$ cat src/rtl/rxd_pkg.sv
package rxd_pkg;

    localparam int CTL_W  = 2;
    localparam int BYTE_W = 8;
    localparam int SPD_W  = 2;
    localparam int PFX_W  = 2;   // top bits that mark a prefix byte

    typedef enum logic [CTL_W-1:0] {
        CTL_IDLE   = 2'b00,
        CTL_RSVD_A = 2'b01,
        CTL_RECV   = 2'b10,
        CTL_RSVD_B = 2'b11
    } ctl_code_e;

    typedef enum logic [SPD_W-1:0] {
        SPD_LOW  = 2'b00,
        SPD_MID  = 2'b01,
        SPD_HIGH = 2'b10
    } spd_code_e;

    typedef enum logic [1:0] {
        ST_WAIT    = 2'b00,
        ST_PREFIX  = 2'b01,
        ST_PAYLOAD = 2'b10,
        ST_DISCARD = 2'b11
    } rx_state_e;

    typedef struct packed {
        rx_state_e         st;
        logic              first;
        logic [SPD_W-1:0]  speed;
        logic [BYTE_W-1:0] data;
        logic              valid;
        logic              start;
        logic              crc_en;
        logic              fin;
        logic              nul;
        logic              serr;
        logic              abort;
    } seq_regs_t;

endpackage

$ cat src/rtl/rxd_ctl_decode.sv
module rxd_ctl_decode
    import rxd_pkg::*;
(
    input  logic [CTL_W-1:0]  ctl_i,
    input  logic [BYTE_W-1:0] byte_i,
    output logic              idle_o,
    output logic              recv_o,
    output logic              rsvd_o,
    output logic              prefix_o
);
    always_comb begin
        idle_o   = (ctl_code_e'(ctl_i) == CTL_IDLE);
        recv_o   = (ctl_code_e'(ctl_i) == CTL_RECV);
        rsvd_o   = (ctl_code_e'(ctl_i) == CTL_RSVD_A) || (ctl_code_e'(ctl_i) == CTL_RSVD_B);
        prefix_o = &byte_i[BYTE_W-1 -: PFX_W];
    end
endmodule

$ cat src/rtl/rxd_speed_decode.sv
module rxd_speed_decode
    import rxd_pkg::*;
(
    input  logic [BYTE_W-1:0] byte_i,
    output logic              hit_o,
    output logic [SPD_W-1:0]  code_o
);
    localparam int NPAT = 3;
    // mask/value pairs per rate, checked in order
    localparam logic [BYTE_W-1:0] MASK [NPAT] = '{8'hC0, 8'hF0, 8'hFF};
    localparam logic [BYTE_W-1:0] VAL  [NPAT] = '{8'h00, 8'h40, 8'h50};
    localparam logic [SPD_W-1:0]  CODE [NPAT] = '{SPD_LOW, SPD_MID, SPD_HIGH};

    logic [NPAT-1:0] match;

    for (genvar g = 0; g < NPAT; g++) begin : g_pat
        assign match[g] = ((byte_i & MASK[g]) == VAL[g]);
    end

    always_comb begin
        hit_o  = |match;
        code_o = SPD_LOW;
        for (int i = NPAT-1; i >= 0; i--) begin
            if (match[i]) code_o = CODE[i];
        end
    end
endmodule

$ cat src/rtl/rxd_seq.sv
module rxd_seq
    import rxd_pkg::*;
(
    input  logic              clk,
    input  logic              rst_n,
    input  logic              idle_i,
    input  logic              recv_i,
    input  logic              rsvd_i,
    input  logic              prefix_i,
    input  logic              spd_hit_i,
    input  logic [SPD_W-1:0]  spd_code_i,
    input  logic [BYTE_W-1:0] byte_i,
    output seq_regs_t         regs_o
);
    localparam seq_regs_t SEQ_RST = '0;

    seq_regs_t regs_d, regs_q;

    always_comb begin
        regs_d        = regs_q;
        regs_d.valid  = 1'b0;
        regs_d.start  = 1'b0;
        regs_d.crc_en = 1'b0;
        regs_d.fin    = 1'b0;
        regs_d.nul    = 1'b0;
        regs_d.serr   = 1'b0;
        regs_d.abort  = 1'b0;
        unique case (regs_q.st)
            ST_WAIT: begin
                if (recv_i) regs_d.st = prefix_i ? ST_PREFIX : ST_DISCARD;
            end
            ST_PREFIX: begin
                if (idle_i) begin
                    regs_d.nul = 1'b1;
                    regs_d.st  = ST_WAIT;
                end else if (rsvd_i) begin
                    regs_d.abort = 1'b1;
                    regs_d.st    = ST_WAIT;
                end else if (!prefix_i) begin
                    if (spd_hit_i) begin
                        regs_d.speed = spd_code_i;
                        regs_d.first = 1'b1;
                        regs_d.st    = ST_PAYLOAD;
                    end else begin
                        regs_d.serr = 1'b1;
                        regs_d.st   = ST_DISCARD;
                    end
                end
            end
            ST_PAYLOAD: begin
                if (idle_i) begin
                    regs_d.fin = 1'b1;
                    regs_d.st  = ST_WAIT;
                end else if (rsvd_i) begin
                    regs_d.abort = 1'b1;
                    regs_d.st    = ST_WAIT;
                end else begin
                    regs_d.valid  = 1'b1;
                    regs_d.crc_en = 1'b1;
                    regs_d.start  = regs_q.first;
                    regs_d.first  = 1'b0;
                    regs_d.data   = byte_i;
                end
            end
            ST_DISCARD: begin
                if (idle_i) begin
                    regs_d.st = ST_WAIT;
                end else if (rsvd_i) begin
                    regs_d.abort = 1'b1;
                    regs_d.st    = ST_WAIT;
                end
            end
            default: regs_d = SEQ_RST;
        endcase
    end

    always_ff @(posedge clk) begin
        if (!rst_n) regs_q <= SEQ_RST;
        else        regs_q <= regs_d;
    end

    assign regs_o = regs_q;
endmodule

$ cat src/rtl/rx_pkt_decoder.sv
module rx_pkt_decoder
    import rxd_pkg::*;
(
    input  logic              clk,
    input  logic              rst_n,
    input  logic [CTL_W-1:0]  phy_ctl_i,
    input  logic [BYTE_W-1:0] phy_byte_i,
    output logic [BYTE_W-1:0] rx_data_o,
    output logic              rx_valid_o,
    output logic              rx_start_o,
    output logic              rx_crc_en_o,
    output logic              rx_end_o,
    output logic              rx_null_o,
    output logic [SPD_W-1:0]  rx_speed_o,
    output logic              rx_speed_err_o,
    output logic              rx_abort_o
);
    logic             idle, recv, rsvd, prefix, spd_hit;
    logic [SPD_W-1:0] spd_code;
    seq_regs_t        regs;

    rxd_ctl_decode i_ctl (
        .ctl_i    (phy_ctl_i),
        .byte_i   (phy_byte_i),
        .idle_o   (idle),
        .recv_o   (recv),
        .rsvd_o   (rsvd),
        .prefix_o (prefix)
    );

    rxd_speed_decode i_spd (
        .byte_i (phy_byte_i),
        .hit_o  (spd_hit),
        .code_o (spd_code)
    );

    rxd_seq i_seq (
        .clk        (clk),
        .rst_n      (rst_n),
        .idle_i     (idle),
        .recv_i     (recv),
        .rsvd_i     (rsvd),
        .prefix_i   (prefix),
        .spd_hit_i  (spd_hit),
        .spd_code_i (spd_code),
        .byte_i     (phy_byte_i),
        .regs_o     (regs)
    );

    assign rx_data_o      = regs.data;
    assign rx_valid_o     = regs.valid;
    assign rx_start_o     = regs.start;
    assign rx_crc_en_o    = regs.crc_en;
    assign rx_end_o       = regs.fin;
    assign rx_null_o      = regs.nul;
    assign rx_speed_o     = regs.speed;
    assign rx_speed_err_o = regs.serr;
    assign rx_abort_o     = regs.abort;
endmodule

$ cat config.mk
export PLATFORM = sky130hd
export DESIGN_NAME = rx_pkt_decoder
export DESIGN_NICKNAME = d
export VERILOG_FILES = /design/src/rtl/rxd_pkg.sv /design/src/rtl/rxd_ctl_decode.sv /design/src/rtl/rxd_speed_decode.sv /design/src/rtl/rxd_seq.sv /design/src/rtl/rx_pkt_decoder.sv
export SDC_FILE = /design/constraint.sdc
export NUM_CORES = 1
export LEC_CHECK = 0
export BUFFER_PORTS_ARGS = -buffer_cell sky130_fd_sc_hd__buf_2
export CELL_PAD_IN_SITES_DETAIL_PLACEMENT = 1
export CELL_PAD_IN_SITES_GLOBAL_PLACEMENT = 1
export CORE_MARGIN = 4
export CORE_UTILIZATION = 36
export DETAILED_ROUTE_END_ITERATION = 7
export PLACE_DENSITY_LB_ADDON = 0.3
export REMOVE_ABC_BUFFERS = 1
export SKIP_CTS_REPAIR_TIMING = 1
export SYNTH_ARGS = -nofsm -noshare
export SYNTH_HDL_FRONTEND = slang
export SYNTH_SLANG_ARGS = --single-unit
$ cat constraint.sdc
create_clock -name clk -period 1.7 [get_ports clk]
set_input_delay 0.085 -clock clk [delete_from_list [all_inputs] [get_ports clk]]
set_output_delay 0.085 -clock clk [all_outputs]
set_load 0.005 [all_outputs]
==> impl_metrics.py, run 1 <==
metrics = {
    "setup_path": {
        "startpoint": "i_seq.regs_o[19]$_SDFFE_PN0P_",
        "worst_ep_arrival_time_ns": 1.45,
        "path_class": "reg2reg",
        "cp_max_fo": 8,
        "end_kind": "flip-flop",
        "worstPathRequired_ns": 1.91,
        "start_kind": "flip-flop",
        "worstRegToRegCells": 4,
        "r2r-start": "i_seq.regs_o[19]$_SDFFE_PN0P_",
    },
    "synth": {
        "synth.area.top_cells": "dfxtp_1 (47%), nand2_1 (12%), buf_4 (11%), a21boi_0 (7.5%), o211a_1 (2.5%)",
        "netlist_area_um2": 806,
        "yosys-top-cells-count": "nand2_1 (26), dfxtp_1 (19), buf_4 (12)",
        "synth_ff_type": "dfxtp_1",
        "synthCells": 91,
        "synth_edf_count": 0,
        "yosysMostFrequentCell": "nand2_1",
        "yosysSeqAreaShare_pct": 47.2,
        "yosysUniqueCellTypes": 22,
        "synth_warnings": 0,
        "yosys.area.top_type_share_pct": 47.2,
        "ys_seq_elements": 19,
        "synth_top_cell_by_area": "dfxtp_1",
        "synthArstFlopShare_pct": 0,
        "syn_area_per_cell_um2": 8.85,
    },
    "timing": {
        "fin_setup_tns_ns": 0,
        "fin_worst_skew_ns": 0.000800,
        "fmax_mhz": 810,
        "setup_viol": 0,
        "rsz0062_at_grt": "no",
        "period_needed_ns": 1.24,
        "worst_slack_ns": 0.465,
        "maxSlewViolCount": 0,
        "fin_crit_sh_pct": 72.7,
        "finalHoldViolCount": 0,
        "slew_headroom_pct": 77.0,
        "worst_pin_slew_ns": 0.345,
    },
    "route": {
        "first_pass_iters": 3,
        "vias_per_cell": 4.61,
        "ant_nets": 0,
        "wl_um": 1680,
        "vias": 632,
        "wl_per_cell_um": 12.3,
        "drt_iter0_markers": 6,
        "drc": 0,
    },
    "global_route": {
        "grt-ovfl-total": 0,
        "grt_max_degree": 18,
        "grt_pass1_vias": 671,
        "grt_usage_pct": 11.8,
        "grt_antenna_before_repair": 0,
        "grt_pass1_wl_um": 2910,
    },
    "power": {
        "cellLeakagePower_nw": 0.437,
        "power_density_nw_per_um2": 796,
        "ir_drop_v": 0.000500,
    },
    "floorplanning": {
        "dieArea_um2": 3060,
        "initial_core_util_pct": 39.5,
        "rows": 16,
        "num_io_pins": 29,
        "core_area_um2": 2040,
        "fp.dieW_um": 55.3,
        "die_y_um": 55.3,
    },
    "clock_network": {
        "clock_path_buffers": 2,
        "numCtsBuffers": 3,
        "clk_pin_slew_ns": 0.10,
        "cts_root_buf": "clkbuf_4",
        "cts_tree": "built",
        "clock_sinks": 19,
        "clk-insertion-delay-late_ns": 0.28,
        "h-tree-depth": 1,
    },
    "worst_hold_path": {
        "min_path_type": "in2reg",
        "hp-start": "phy_ctl_i[0]",
        "hold_depth": 2,
    },
    "place": {
        "dpl.hpwl_um": 1280,
        "place_congestion": 0.684,
        "dp_slack_ns": 0.475,
        "port_buffers": 28,
    },
    "run": {
        "max_cap_violations": 0,
    },
    "finish": {
        "drive_above_1_share_pct": 30.9,
        "fill_cells": 274,
        "syn2layout_area_growth_pct": 13.2,
        "antenna_cells": 0,
        "fin_nets": 123,
        "largest_reg_flops": 19,
    },
    "status": {
        "status": "finished clean",
    },
}
[stage by stage]
step / power (mW) / instance area, um^2 / utilization (%) / hold slack (ns) / cells
final: 0.726 / 912 / 44.7 / 0.0500 / 137
after global routing: 0.769 / 912 / 44.7 / 0.0433 / 137
after CTS: 0.743 / 912 / 44.7 / 0.0437 / 137
after detailed placement: 0.516 / 886 / 43.4 / 0.353 / 133
after global placement: 0.516 / 886 / 43.4 / 0.356 / 133
after floorplan: 0.485 / 712 / - / 0.218 / 78
[cells in the final DEF (no fill, tap or decap), types with 2 or more instances in the layout]
cell type	instances
a21boi_0	8
clkbuf_4	3
and2_1	2
buf_2	28
dfxtp_1	19
nor2_1	4
o211a_1	2
and3_1	3
nand2_1	26
and2b_1	2
[routing by layer]
layer | global-route usage (%) | part of all wire, %
met4 | 5.21 | 0.89
met1 | 12.9 | 45
met2 | 20.6 | 49
met3 | 3.96 | 4.9
met5 | 0 | 0
[kinds of logic after synthesis]
group           synth area share [%]
simple gates                    27.6
mux                             1.24
buf+inv                         11.6
flops                           47.2
compound gates                  12.3
[power by group]
part / internal, mW / switching, mW
Combinational: 0.0234 / 0.0293
Sequential: 0.450 / 0.00279
Clock: 0.0910 / 0.129
[layout make-up]
type	count	area [um^2]	share of cell area, %
repair buffers	28	140	15.4
well taps	27	33.8	3.70
multi-input cells	59	332	36.4
clock buffers	4	26.3	2.88
flip-flops and latches	19	380	41.7
[final timing paths]
path	end	slack (ns)
worst max-delay path	i_seq.regs_o[10]$_SDFFE_PN0P_	0.46
worst min-delay path	i_seq.regs_o[0]$_SDFF_PP0_	0.05
worst min register to register	i_seq.regs_o[16]$_SDFFE_PN0P_	0.47
worst max register to register	i_seq.regs_o[10]$_SDFFE_PN0P_	0.46
[worst max-delay path: stages, from the launching register on]
cell	delay, ns
dfxtp_1	0.39
and2b_1	0.22
and2_1	0.30
nand2_1	0.10
a21boi_0	0.16
No activity file was read; power rests on OpenSTA's default activity.
==> inputs of run 2 (changes only) <==
ABC_AREA = 1   (was unset)
CORE_ASPECT_RATIO = 2   (was unset)
CORE_UTILIZATION = 35   (was 36)
clock period = 1.2 ns   (was 1.7 ns; I/O delays follow)
==> impl_metrics.py, run 2 <==
metrics = {
    "place": {
        "dpl.cell_count": 159,
        "place_congestion": 0.761,
        "port_buffers": 28,
        "dp_slack_ns": 0.151,
        "dpl.hpwl_um": 1630,
    },
    "floorplanning": {
        "die_y_um": 81.2,
        "dieArea_um2": 3620,
        "rows": 26,
        "fp.dieW_um": 44.6,
        "core_area_um2": 2570,
        "initial_core_util_pct": 36.5,
        "num_io_pins": 29,
    },
    "power": {
        "power_density_nw_per_um2": 1220,
        "ir_drop_v": 0.000612,
        "cellLeakagePower_nw": 0.528,
    },
    "clock_network": {
        "cts_tree": "built",
        "clock_path_buffers": 2,
        "clk_pin_slew_ns": 0.08,
        "cts_root_buf": "clkbuf_8",
        "numCtsBuffers": 3,
        "clock_sinks": 19,
        "clk-insertion-delay-late_ns": 0.27,
        "h-tree-depth": 1,
    },
    "global_route": {
        "met2_usage_pct": 22.9,
        "top_usage_layer": "met2",
        "grt_util_met1_pct": 12.0,
        "grt_antenna_before_repair": 0,
        "met3_usage_pct": 2.44,
        "grt_pass1_wl_um": 3320,
        "grt_pass1_vias": 791,
        "grt-ovfl-total": 0,
        "grt_usage_pct": 12.5,
        "grt_max_degree": 16,
    },
    "setup_path": {
        "cp_max_fo": 15,
        "reg2reg_slack_ns": 0.14,
        "r2r-start": "i_seq.regs_o[19]$_SDFFE_PN0P_",
        "start_kind": "flip-flop",
        "max_stage_delay_ns": 0.37,
        "worstRegToRegCells": 6,
        "end_kind": "flip-flop",
        "crit_chain": "inv_2, nor2_4, nand2_4, inv_6, o21ai_0, a21oi_1",
        "path_class": "reg2reg",
        "worstPathRequired_ns": 1.39,
        "slowest_stage": "dfxtp_1",
        "worst_ep_arrival_time_ns": 1.25,
        "startpoint": "i_seq.regs_o[19]$_SDFFE_PN0P_",
    },
    "timing": {
        "rsz0062_at_grt": "no",
        "slew_headroom_pct": 83.7,
        "fin_crit_sh_pct": 88.1,
        "worst_pin_slew_ns": 0.244,
        "fin_setup_tns_ns": 0,
        "maxSlewViolCount": 0,
        "period_needed_ns": 1.06,
        "fin_worst_skew_ns": 0.00803,
        "fmax_mhz": 946,
        "finalHoldViolCount": 0,
        "worst_slack_ns": 0.143,
        "setup_viol": 0,
    },
    "synth": {
        "yosys.area.top_type_share_pct": 40.5,
        "synth_top_cell_by_area": "dfxtp_1",
        "syn_area_per_cell_um2": 8.09,
        "ys_seq_elements": 19,
        "synthCells": 116,
        "synth.area.top_cells": "dfxtp_1 (41%), buf_4 (8.8%), nand2_1 (6.4%), a21oi_2 (4.7%), inv_1 (4.0%)",
        "yosysMostFrequentCell": "dfxtp_1",
        "netlist_area_um2": 938,
        "synth_edf_count": 0,
        "yosysUniqueCellTypes": 23,
        "yosys-top-cells-count": "dfxtp_1 (19), nand2_1 (16), buf_4 (11)",
        "yosysSeqAreaShare_pct": 40.5,
        "synth_ff_type": "dfxtp_1",
        "synthArstFlopShare_pct": 0,
        "synth_warnings": 0,
    },
    "route": {
        "drt_iter0_markers": 5,
        "vias": 777,
        "vias_per_cell": 4.77,
        "first_pass_iters": 3,
        "ant_nets": 0,
        "drc": 0,
        "wl_um": 1920,
        "wl_per_cell_um": 11.7,
    },
    "worst_hold_path": {
        "hp-start": "phy_byte_i[3]",
        "hold_depth": 3,
        "min_path_type": "in2reg",
    },
    "status": {
        "status": "finished clean",
    },
    "finish": {
        "largest_reg_flops": 19,
        "fin_nets": 148,
        "fin_cells": 163,
        "drive_above_1_share_pct": 43.0,
        "antenna_cells": 0,
        "final_cell_mix": "buf_2 (28), dfxtp_1 (19), nand2_1 (16), inv_1 (10), nor2_1 (9)",
        "mostFrequentLayoutCell": "buf_2",
        "syn2layout_area_growth_pct": 11.3,
        "fill_cells": 340,
    },
    "run": {
        "max_cap_violations": 0,
    },
}
## run 2: cell count changes in the layout (fill, tap and decap cells not counted), sizes merged, moves of 7 or more
| cell | previous run | this run |
|---|---|---|
| a21boi | 8 | 0 |
| a21oi | 1 | 12 |
| inv | 0 | 17 |
| nand3 | 0 | 7 |
| nor2 | 5 | 12 |
| o21ai | 2 | 11 |
## run 2: final cells by class
cell class,count,area [um^2],area share [%]
timing repair buffer,28,140,13.4
sequential,19,380,36.4
multi-input combinational,66,364,34.9
tap,28,35.0,3.35
clock buffer,3,41.3,3.95
clock inverter,1,7.51,0.719
inverter,18,76.3,7.31
## run 2: final timing paths
check | end
setup / recovery | i_seq.regs_o[13]$_SDFFE_PN0P_
hold / removal | i_seq.regs_o[10]$_SDFFE_PN0P_
setup reg to reg | i_seq.regs_o[13]$_SDFFE_PN0P_
hold reg to reg | i_seq.regs_o[16]$_SDFFE_PN0P_
## run 2: cell families (layout without fill, tap and decap cells)
kind of cell | count (synthesis) | after routing | synth area share, %
buffers and inverters | 31 | 50 | 20.7
DFF | 19 | 19 | 40.5
and+or+nand+nor | 43 | 43 | 23.3
AOI/OAI and AO/OA | 23 | 23 | 15.5
## run 2: power by group
part	total [mW]	switching, mW	internal (mW)
Clock	0.466	0.231	0.235
Sequential	0.658	0.0115	0.647
Combinational	0.154	0.0974	0.0562
## run 2: stage by stage
step	total power [mW]	hold WS (ns)	utilization (%)	cell area, um^2
finish	1.28	0.0437	40.7	1040
global route	1.35	0.0681	40.7	1040
CTS	1.30	0.0421	40.7	1040
detailed placement	0.830	0.322	38.8	996
global placement	0.826	0.317	38.8	996
floorplan	0.770	0.177	-	821
## run 2: critical path: cells and delay by family (launching register included)
| kind | cells | cell delay [ns] |
|---|---|---|
| flip-flops | 1 | 0.37 |
| buffers and inverters | 2 | 0.19 |
| AO/OA/AOI/OAI | 2 | 0.22 |
| AND/OR/NAND/NOR | 2 | 0.19 |
## run 2: metal layers
metal,vias up,routed length [um]
met5,-,0
met4,0,57
met3,5,124
met2,26,1080
met1,354,658
li1,392,-
==> inputs of run 3 (changes only) <==
CORE_ASPECT_RATIO = unset   (was 2)
CORE_UTILIZATION = 38   (was 35)
clock period = 1.3 ns   (was 1.2 ns; I/O delays follow)
==> impl_metrics.py, run 3 (same netlist as run 2, synthesis figures left out) <==
metrics = {
    "timing": {
        "fin_worst_skew_ns": 0.00155,
        "finalHoldViolCount": 0,
        "fin_setup_tns_ns": 0,
        "fin_worst_hold_slack_ns": 0.0207,
        "rsz0062_at_grt": "no",
        "slew_headroom_pct": 83.0,
        "worst_pin_slew_ns": 0.255,
        "maxSlewViolCount": 0,
        "period_needed_ns": 1.11,
        "fmax_mhz": 903,
        "setup_viol": 0,
        "fin_crit_sh_pct": 85.2,
    },
    "floorplanning": {
        "core_area_um2": 2280,
        "num_io_pins": 29,
        "dieArea_um2": 3330,
        "initial_core_util_pct": 41.2,
        "die_y_um": 57.7,
        "fp.dieW_um": 57.7,
        "rows": 17,
    },
    "clock_network": {
        "numCtsBuffers": 3,
        "clock_sinks": 19,
        "clk_pin_slew_ns": 0.11,
        "h-tree-depth": 1,
        "cts_tree": "built",
        "cts_root_buf": "clkbuf_4",
        "clock_path_buffers": 2,
        "clk-insertion-delay-late_ns": 0.29,
    },
    "global_route": {
        "grt-ovfl-total": 0,
        "grt_pass1_wl_um": 3680,
        "grt_max_degree": 16,
        "top_usage_layer": "met2",
        "met2_usage_pct": 25.3,
        "grt_util_met1_pct": 15.6,
        "grt_usage_pct": 14.2,
        "grt_pass1_vias": 855,
        "met3_usage_pct": 3.79,
        "grt_antenna_before_repair": 0,
    },
    "route": {
        "wl_per_cell_um": 13.0,
        "ant_nets": 0,
        "first_pass_iters": 2,
        "drc": 0,
        "vias_per_cell": 4.76,
        "drt_iter0_markers": 2,
        "wl_um": 2130,
        "vias": 776,
    },
    "setup_path": {
        "start_kind": "flip-flop",
        "max_stage_delay_ns": 0.40,
        "slowest_stage": "dfxtp_1",
        "worstPathRequired_ns": 1.53,
        "reg2reg_slack_ns": 0.19,
        "end_kind": "flip-flop",
        "path_class": "reg2reg",
        "r2r-end": "i_seq.regs_o[8]$_SDFFE_PN0P_",
        "cp_max_fo": 15,
        "worst-path-buf-inv": 2,
        "worst_ep_arrival_time_ns": 1.34,
        "worstRegToRegCells": 6,
        "r2r-start": "i_seq.regs_o[19]$_SDFFE_PN0P_",
        "crit_chain": "inv_2, nor2_4, nand2_4, inv_6, o21ai_0, a21oi_1",
        "path_delay_family": "flip-flops",
    },
    "power": {
        "ir_drop_v": 0.000418,
        "seq_power_share_pct": 57.8,
        "clkPwrFrac_pct": 28.6,
        "cellLeakagePower_nw": 0.522,
        "p_sw_mw": 0.285,
        "power_density_nw_per_um2": 1030,
        "p_int_mw": 0.768,
        "combPwrFrac_pct": 13.7,
        "sw_frac_of_total_pct": 27.0,
    },
    "worst_hold_path": {
        "whs_endpoint": "i_seq.regs_o[10]$_SDFFE_PN0P_",
        "min_path_type": "in2reg",
        "hp-start": "phy_byte_i[3]",
        "hold_depth": 3,
    },
    "place": {
        "port_buffers": 28,
        "placed_area_um2": 996,
        "dpl.hpwl_um": 1690,
        "place_congestion": 0.759,
    },
    "status": {
        "status": "finished clean",
    },
    "finish": {
        "fin_nets": 148,
        "final_cell_mix": "buf_2 (28), dfxtp_1 (19), nand2_1 (16), inv_1 (10), nor2_1 (9)",
        "drive_above_1_share_pct": 42.2,
        "antenna_cells": 0,
        "mostFrequentLayoutCell": "buf_2",
        "largest_reg_flops": 19,
        "syn2layout_area_growth_pct": 8.93,
        "stdcell_area_um2": 1020,
    },
    "run": {
        "max_cap_violations": 0,
    },
}
run 3: cell count changes in the layout (fill, tap and decap cells not counted):
cell / change
clkbuf_8: -3
clkbuf_4: +3
clkbuf_1: +1
clkinvlp_4: -1
run 3: cell type report:
type	instances	area (um^2)
sequential	19	380
multi-input combinational	66	364
tap	28	35.0
fill	297	1250
clock buffer	4	26.3
timing repair buffer	28	140
inverter	18	76.3
run 3: routing by layer:
| layer | part of all wire (%) | routed length [um] | up-vias |
|---|---|---|---|
| met2 | 51 | 1080 | 19 |
| met5 | 0 | 0 | - |
| met4 | 1.4 | 29 | 0 |
| li1 | - | - | 394 |
| met3 | 4.8 | 103 | 4 |
| met1 | 43 | 911 | 359 |
run 3: power groups by stage:
stage	sequential (mW)	combinational, mW	clock [mW]
2_1_floorplan	0.621	0.0892	0
5_1_grt	0.611	0.165	0.338
4_1_cts	0.608	0.146	0.306
6_report	0.608	0.144	0.301
3_5_place_dp	0.622	0.144	0
3_3_place_gp	0.620	0.138	0
run 3: worst max-delay path by stage:
stage          slack (ns)                             to  cells past startpoint                     startpoint
6_report             0.19   i_seq.regs_o[8]$_SDFFE_PN0P_                      6  i_seq.regs_o[19]$_SDFFE_PN0P_
5_1_grt              0.12  i_seq.regs_o[16]$_SDFFE_PN0P_                      8  i_seq.regs_o[19]$_SDFFE_PN0P_
4_1_cts              0.19   i_seq.regs_o[8]$_SDFFE_PN0P_                      6  i_seq.regs_o[19]$_SDFFE_PN0P_
3_5_place_dp         0.23   i_seq.regs_o[8]$_SDFFE_PN0P_                      6  i_seq.regs_o[19]$_SDFFE_PN0P_
3_3_place_gp         0.30  i_seq.regs_o[15]$_SDFFE_PN0P_                      7  i_seq.regs_o[19]$_SDFFE_PN0P_
2_1_floorplan        0.36  i_seq.regs_o[15]$_SDFFE_PN0P_                      7  i_seq.regs_o[19]$_SDFFE_PN0P_
run 3: tightest hold or removal path: stages:
cell     delay [ns]
buf_2          0.07
inv_1          0.05
a21oi_2        0.10
run 3: stage by stage:
step,worst slack [ns],util [%],power (mW),std cells
global route,0.117,44.9,1.11,163
finish,0.192,44.9,1.05,163
detailed placement,0.228,43.8,0.766,159
floorplan,0.360,-,0.711,103
CTS,0.188,44.9,1.06,163
global placement,0.296,43.8,0.758,159
